==> config.mk <==
export PLATFORM = sky130hd
export DESIGN_NAME = mem_stage_seq
export DESIGN_NICKNAME = d
export VERILOG_FILES = /design/src/rtl/msq_pkg.sv /design/src/rtl/msq_rom.sv /design/src/rtl/msq_ctx.sv /design/src/rtl/msq_waits.sv /design/src/rtl/mem_stage_seq.sv
export SDC_FILE = /design/constraint.sdc
export NUM_CORES = 1
export LEC_CHECK = 0
export CAP_MARGIN = 0
export CORE_UTILIZATION = 30
export CTS_CLUSTER_SIZE = 25
export DETAILED_ROUTE_END_ITERATION = 6
export GPL_TIMING_DRIVEN = 1
export PLACE_DENSITY_LB_ADDON = 0.05
export SYNTH_ARGS = -nofsm -noshare
export SYNTH_HDL_FRONTEND = slang
export SYNTH_SLANG_ARGS = --single-unit
==> constraint.sdc <==
create_clock -name clk -period 1.85 [get_ports clk]
set_input_delay 0.185 -clock clk [delete_from_list [all_inputs] [get_ports clk]]
set_output_delay 0.185 -clock clk [all_outputs]
set_load 0.02 [all_outputs]
==> src/rtl/msq_pkg.sv <==
package msq_pkg;

    localparam int STEP_W    = 4;
    localparam int ADDR_W    = STEP_W + 1;
    localparam int ROM_WORDS = 1 << ADDR_W;
    localparam int HALF      = ROM_WORDS / 2;
    localparam int LAST_STEP = 7;

    typedef struct packed {
        logic we_n;   // memory write enable, active low
        logic stw_n;  // store-stage wait, active low
        logic cas;
        logic shl;    // shift-load even
        logic cs;
        logic free;
        logic st6_n;  // marks the step-6 slot when low
        logic ras;
    } ctl_word_t;

    localparam int WORD_W = $bits(ctl_word_t);

    localparam ctl_word_t IDLE_WORD = '{we_n: 1'b1, stw_n: 1'b1, cas: 1'b0, shl: 1'b0,
                                        cs: 1'b0, free: 1'b1, st6_n: 1'b1, ras: 1'b0};

    typedef struct packed {
        logic [STEP_W-1:0] step;
        logic              rfsh;
        logic              was_free;
        ctl_word_t         word;
    } seq_st_t;

    // Default ROM image: normal half at 0..15, refresh half at 16..31.
    function automatic logic [ROM_WORDS*WORD_W-1:0] default_image();
        logic [ROM_WORDS*WORD_W-1:0] img;
        ctl_word_t w;
        img = '0;
        for (int a = 0; a < ROM_WORDS; a++) begin
            int  s;
            logic rf;
            s  = a % HALF;
            rf = (a >= HALF);
            w  = IDLE_WORD;
            if (s <= LAST_STEP) begin
                w.free  = (s == LAST_STEP);
                w.st6_n = (s != 6);
                if (!rf) begin
                    w.ras   = (s <= 4);
                    w.cs    = (s <= 1);
                    w.cas   = (s >= 1) && (s <= 3);
                    w.shl   = (s == 3);
                    w.we_n  = !((s == 1) || (s == 2));
                    w.stw_n = (s != 1);
                end else begin
                    w.ras   = (s <= 2);
                end
            end
            img[a*WORD_W +: WORD_W] = w;
        end
        return img;
    endfunction

endpackage

==> src/rtl/msq_rom.sv <==
module msq_rom
    import msq_pkg::*;
#(
    parameter logic [ROM_WORDS*WORD_W-1:0] IMAGE = default_image()
) (
    input  logic [ADDR_W-1:0] addr_i,
    output ctl_word_t         word_o
);

    logic [WORD_W-1:0] tbl [ROM_WORDS];

    for (genvar g = 0; g < ROM_WORDS; g++) begin : g_word
        assign tbl[g] = IMAGE[g*WORD_W +: WORD_W];
    end

    assign word_o = ctl_word_t'(tbl[addr_i]);

endmodule

==> src/rtl/msq_ctx.sv <==
module msq_ctx #(
    parameter int SRN_W = 4
) (
    input  logic             clk,
    input  logic             rst_n,
    input  logic             start_i,
    input  logic             wr_i,
    input  logic             io_fetch_i,
    input  logic             dirty_io_i,
    input  logic             uses_data_i,
    input  logic             dpath_i,
    input  logic [SRN_W-1:0] srn_i,
    output logic             wr_o,
    output logic             io_fetch_o,
    output logic             dirty_io_o,
    output logic             uses_data_o,
    output logic             dpath_o,
    output logic [SRN_W-1:0] srn_o
);

    localparam int CTX_W = SRN_W + 5;

    logic [CTX_W-1:0] ctx_d, ctx_q;

    always_comb begin
        ctx_d = ctx_q;
        if (start_i) ctx_d = {srn_i, wr_i, io_fetch_i, dirty_io_i, uses_data_i, dpath_i};
    end

    always_ff @(posedge clk or negedge rst_n) begin
        if (!rst_n) ctx_q <= '0;
        else        ctx_q <= ctx_d;
    end

    assign {srn_o, wr_o, io_fetch_o, dirty_io_o, uses_data_o, dpath_o} = ctx_q;


    srn_hold_chk: assert property (@(posedge clk) disable iff (!rst_n)
        !start_i |=> $stable(srn_o));

endmodule

==> src/rtl/msq_waits.sv <==
module msq_waits
    import msq_pkg::*;
(
    input  logic [STEP_W-1:0] step_i,
    input  logic              st6_n_i,
    input  logic              was_free_i,
    input  logic              uses_data_i,
    input  logic              dpath_i,
    input  logic              dirty_io_i,
    input  logic              hold_dis_i,
    output logic              map_wait_d_o,
    output logic              map_wait_io_o
);

    logic at_last;
    logic in_six;

    assign at_last = (step_i == STEP_W'(LAST_STEP));
    assign in_six  = !st6_n_i;

    // Step 7 term covers the entry cycle, before the parked state settles.
    assign map_wait_d_o  = (dpath_i && at_last && !was_free_i) ||
                           (uses_data_i && in_six && !hold_dis_i);
    assign map_wait_io_o = in_six && dirty_io_i;

endmodule

==> src/rtl/mem_stage_seq.sv <==
module mem_stage_seq
    import msq_pkg::*;
#(
    parameter int SRN_W = 4,
    parameter logic [ROM_WORDS*WORD_W-1:0] ROM_IMAGE = default_image()
) (
    input  logic             clk,
    input  logic             rst_n,
    input  logic             start_i,
    input  logic             rfsh_i,
    input  logic             wr_i,
    input  logic             io_fetch_i,
    input  logic             dirty_io_i,
    input  logic             uses_data_i,
    input  logic             dpath_i,
    input  logic [SRN_W-1:0] srn_i,
    input  logic             hold_dis_i,
    output logic [STEP_W-1:0] step_o,
    output logic             free_o,
    output logic             ras_o,
    output logic             cas_o,
    output logic             cs_o,
    output logic             we_n_o,
    output logic             shl_o,
    output logic             st_wait_o,
    output logic             map_wait_d_o,
    output logic             map_wait_io_o,
    output logic             io_fetch_o,
    output logic [SRN_W-1:0] srn_o
);

    seq_st_t           st_d, st_q;
    logic              busy;
    logic [STEP_W-1:0] step_n;
    logic              rfsh_n;
    ctl_word_t         rom_word;
    logic              wr_q, dirty_q, uses_q, dpath_q;

    // Next address: the ROM is read for the step being entered.
    always_comb begin
        busy   = !(st_q.word.free && !start_i);
        step_n = st_q.step;
        rfsh_n = st_q.rfsh;
        if (start_i) begin
            step_n = '0;
            rfsh_n = rfsh_i;
        end else if (busy) begin
            step_n = st_q.step + 1'b1;
        end
    end

    msq_rom #(.IMAGE(ROM_IMAGE)) rom_i (
        .addr_i (ADDR_W'({rfsh_n, step_n})),
        .word_o (rom_word)
    );

    always_comb begin
        st_d          = st_q;
        st_d.step     = step_n;
        st_d.rfsh     = rfsh_n;
        st_d.was_free = st_q.word.free;
        if (busy) st_d.word = rom_word;
    end

    always_ff @(posedge clk or negedge rst_n) begin
        if (!rst_n) begin
            st_q.step     <= '0;
            st_q.rfsh     <= 1'b0;
            st_q.was_free <= 1'b1;
            st_q.word     <= IDLE_WORD;
        end else begin
            st_q <= st_d;
        end
    end

    msq_ctx #(.SRN_W(SRN_W)) ctx_i (
        .clk         (clk),
        .rst_n       (rst_n),
        .start_i     (start_i),
        .wr_i        (wr_i),
        .io_fetch_i  (io_fetch_i),
        .dirty_io_i  (dirty_io_i),
        .uses_data_i (uses_data_i),
        .dpath_i     (dpath_i),
        .srn_i       (srn_i),
        .wr_o        (wr_q),
        .io_fetch_o  (io_fetch_o),
        .dirty_io_o  (dirty_q),
        .uses_data_o (uses_q),
        .dpath_o     (dpath_q),
        .srn_o       (srn_o)
    );

    msq_waits waits_i (
        .step_i        (st_q.step),
        .st6_n_i       (st_q.word.st6_n),
        .was_free_i    (st_q.was_free),
        .uses_data_i   (uses_q),
        .dpath_i       (dpath_q),
        .dirty_io_i    (dirty_q),
        .hold_dis_i    (hold_dis_i),
        .map_wait_d_o  (map_wait_d_o),
        .map_wait_io_o (map_wait_io_o)
    );

    assign step_o    = st_q.step;
    assign free_o    = st_q.word.free;
    assign ras_o     = st_q.word.ras;
    assign cas_o     = st_q.word.cas;
    assign cs_o      = st_q.word.cs;
    assign shl_o     = st_q.word.shl;
    assign we_n_o    = st_q.word.we_n || !wr_q;
    assign st_wait_o = wr_q && !st_q.word.stw_n;


    start_zero_chk: assert property (@(posedge clk) disable iff (!rst_n)
        start_i |=> (step_o == '0));


    step_adv_chk: assert property (@(posedge clk) disable iff (!rst_n)
        (!free_o && !start_i) |=> (step_o == $past(step_o) + 1'b1));


    park_hold_chk: assert property (@(posedge clk) disable iff (!rst_n)
        (free_o && !start_i) |=> ($stable(step_o) && $stable(ras_o) && $stable(cas_o)));

endmodule

==> results_dict.tcl <==
set metrics [dict create \
    first_iter_violations 22 \
    finClkSkew_ps 0.600 \
    drc 0 \
    drive_above_1_share_pct 26.7 \
    diodes 0 \
    final_max_slew_viol_count 0 \
    rows 22 \
    cts_setup_buffers 0 \
    whs_ps 269 \
    syn_inst 96 \
    start_util_pct 31.4 \
    tightest_slew_ps 303 \
    wl_per_cell_um 13.4 \
    p_leak_nw 0.664 \
    timing.rr.end "st_q[6]$_DFFE_PN1N_" \
    numCtsBuffers 3 \
    dp.final_hpwl_mm 1.76 \
    h-tree-depth 1 \
    max_stage_delay_ps 600 \
    first_pass_iters 4 \
    die_x_um 63.9 \
    slew_headroom_pct 79.8 \
    clock_path_buffers 2 \
    clock_latency_ps 260 \
    cts.sinks 23 \
    critPathRequiredTime_ps 1660 \
    holdCritPathClass "in -> async" \
    fmax_mhz 589 \
    grtUsageTotal_pct 13.5 \
    rsz0062_at_grt "no" \
    die-area_um2 4080 \
    critPathCaptureType "primary output" \
    viasPerCell 4.64 \
    cts_tree "yes" \
    syn_area_per_cell_um2 12.0 \
    vias 831 \
    setup_viol 0 \
    drv_cap 0 \
    nets 151 \
    reg2reg_from "step_o[0]$_DFF_PN0_" \
    post-route-min-period_ps 1700 \
    ioPinCount 32 \
    grt_pass1_vias 860 \
    r2r_cells 7 \
    arrival_ps 1510 \
    grt_overflow 0 \
    cts_hold_buf 0 \
    path_clk_slew_ps 80 \
    dieHeight_um 63.9 \
    path_cells "nand2b_1 > clkdlybuf4s50_1" \
    ir_drop_mv 0.510 \
    syn-cell-area_um2 1150 \
    tns_ps 0 \
    yosysSeqAreaShare_pct 50.7 \
    port_buffers 31 \
    ys_ff_latch 23 \
    grt_max_degree 24 \
    place_congestion 0.744 \
    antenna_left 0 \
    core_area_um2 3660 \
    root_buffer "clkbuf_8" \
    synth_cell_type_count 32 \
    yosysWarnings 0 \
    powerDensity_nw_per_um2 775 \
    layout.cells.non_filler 179 \
    criticalPathCategory "reg -> out" \
    hold_viol_final 0 \
    cp-start-kind "register" \
    grt_pass1_wl_mm 4.16 \
    crit_path_top_delay_cell "clkdlybuf4s50_1" \
    synth_nets 115 \
    area_growth_pct 36.7 \
    status "completed" \
    period_share_pct 91.8 \
    grt_antenna_before_repair 0 \
    critPathMaxFanout 2 \
    routed_wl_mm 2.41 \
    numPlacedInstances 175 \
    rrSetupSlack_ps 200 \
]
[synthesized netlist by cell type]
cell | count | area (µm²)
a21o_1 | 1 | 7.51
a21oi_1 | 1 | 5.00
a21oi_2 | 1 | 8.76
a22oi_2 | 1 | 12.5
a31oi_1 | 2 | 12.5
buf_2 | 2 | 10.0
buf_4 | 4 | 30.0
buf_6 | 1 | 11.3
dfrtp_1 | 18 | 450
dfstp_2 | 5 | 131
ha_1 | 5 | 62.6
inv_1 | 6 | 22.5
mux2_2 | 10 | 113
mux2_4 | 1 | 15.0
mux2i_1 | 1 | 10.0
nand2_1 | 7 | 26.3
nand2b_1 | 2 | 12.5
nand3_2 | 1 | 10.0
nand4b_1 | 1 | 8.76
nor2_1 | 5 | 18.8
nor2b_1 | 4 | 25.0
nor2b_2 | 1 | 8.76
nor2b_4 | 1 | 13.8
o21a_1 | 1 | 7.51
o21ai_0 | 3 | 15.0
o21ba_4 | 1 | 16.3
o21bai_1 | 1 | 7.51
o31ai_1 | 2 | 15.0
o32a_1 | 2 | 20.0
or2b_1 | 1 | 7.51
or3_2 | 1 | 7.51
xnor2_1 | 3 | 26.3
[timing repair]
action	CTS	global route
setup endpoints to repair	1	2
hold endpoints to repair	0	0
resized for setup	1	2
[worst max-delay path by stage]
stage	start	endpoint	slack (ps)	cells past startpoint
floorplan	free_o$_DFFE_PN1N_	st_q[7]$_DFFE_PN1N_	180	5
detailed placement	start_i	ras_o$_DFFE_PN0N_	150	6
global placement	start_i	ras_o$_DFFE_PN0N_	170	6
CTS	free_o$_DFFE_PN1N_	free_o	1	2
finish	st_q[7]$_DFFE_PN1N_	we_n_o	150	2
global route	step_o[0]$_DFF_PN0_	st_q[6]$_DFFE_PN1N_	50	7
[final cells by class]
class	instances	area, µm²
clock inverter	1	5.00
timing repair buffer	38	364
inverter	6	22.5
clock buffer	3	41.3
sequential	23	582
tap	48	60.1
fill	369	2090
multi-input combinational	60	495
[worst max-delay path, delay by kind of cell (launching register included)]
family,cells,cell delay (ps)
AND/OR/NAND/NOR,1,110
buffers and inverters,1,600
flip-flops,1,540
[per-layer routing]
metal | vias to the layer above | part of all wire, % | GRT usage (%)
li1 | 394 | - | -
met1 | 411 | 48 | 17.7
met2 | 21 | 47 | 21.4
met3 | 5 | 4.2 | 3.93
met4 | 0 | 1.2 | 4.26
met5 | - | 0 | 0
[cells in the final DEF (no fill, tap or decap), types with 2 or more instances in the layout]
cell | netlist | final
clkdlybuf4s50_1 | 0 | 29
dfrtp_1 | 18 | 18
mux2_2 | 10 | 10
nand2_1 | 7 | 7
buf_4 | 4 | 7
inv_1 | 6 | 6
ha_1 | 5 | 5
dfstp_2 | 5 | 5
nor2_1 | 5 | 4
nor2b_1 | 4 | 4
o21ai_0 | 3 | 3
xnor2_1 | 3 | 3
clkbuf_8 | 0 | 3
nand2b_1 | 2 | 2
a31oi_1 | 2 | 2
o32a_1 | 2 | 2
o31ai_1 | 2 | 2
[kinds of logic (layout without fill, tap and decap cells)]
kind of cell | after synthesis | count (layout) | share of synthesized area [%]
AO/OA/AOI/OAI | 16 | 16 | 11.1
buffers and inverters | 13 | 48 | 6.43
adder cells (fa/ha/maj) | 5 | 5 | 5.45
XOR/XNOR | 3 | 3 | 2.29
flip-flops | 23 | 23 | 50.7
AND/OR/NAND/NOR | 24 | 24 | 12.1
multiplexers | 12 | 12 | 12.0
[power breakdown]
| group | total (W) | switching, W | leakage [nW] | internal (W) |
|---|---|---|---|---|
| clock | 0.000316 | 0.000166 | 0.0255 | 0.000151 |
| combinational | 0.000318 | 0.000152 | 0.368 | 0.000166 |
| sequential | 0.000584 | 0.0000277 | 0.271 | 0.000556 |
| total | 0.00122 | 0.000345 | 0.664 | 0.000872 |
[metrics by stage]
step	setup slack [ps]	utilization (%)	instance area, µm²	total power (W)
6_report	152	42.9	1570	0.00122
5_1_grt	53.0	42.9	1570	0.00128
4_1_cts	1.17	42.8	1570	0.00123
3_5_place_dp	145	41.5	1520	0.000912
3_3_place_gp	173	41.5	1520	0.000906
2_1_floorplan	178	-	1150	0.000769
[state kept, by name, indices dropped and copies added (netlist names)]
name         count
free_o           1
shl_o            1
step_o           4
st_q             5
ras_o            1
ctx_i.ctx_q      9
cas_o            1
cs_o             1
No activity file was read; power rests on OpenSTA's default activity.
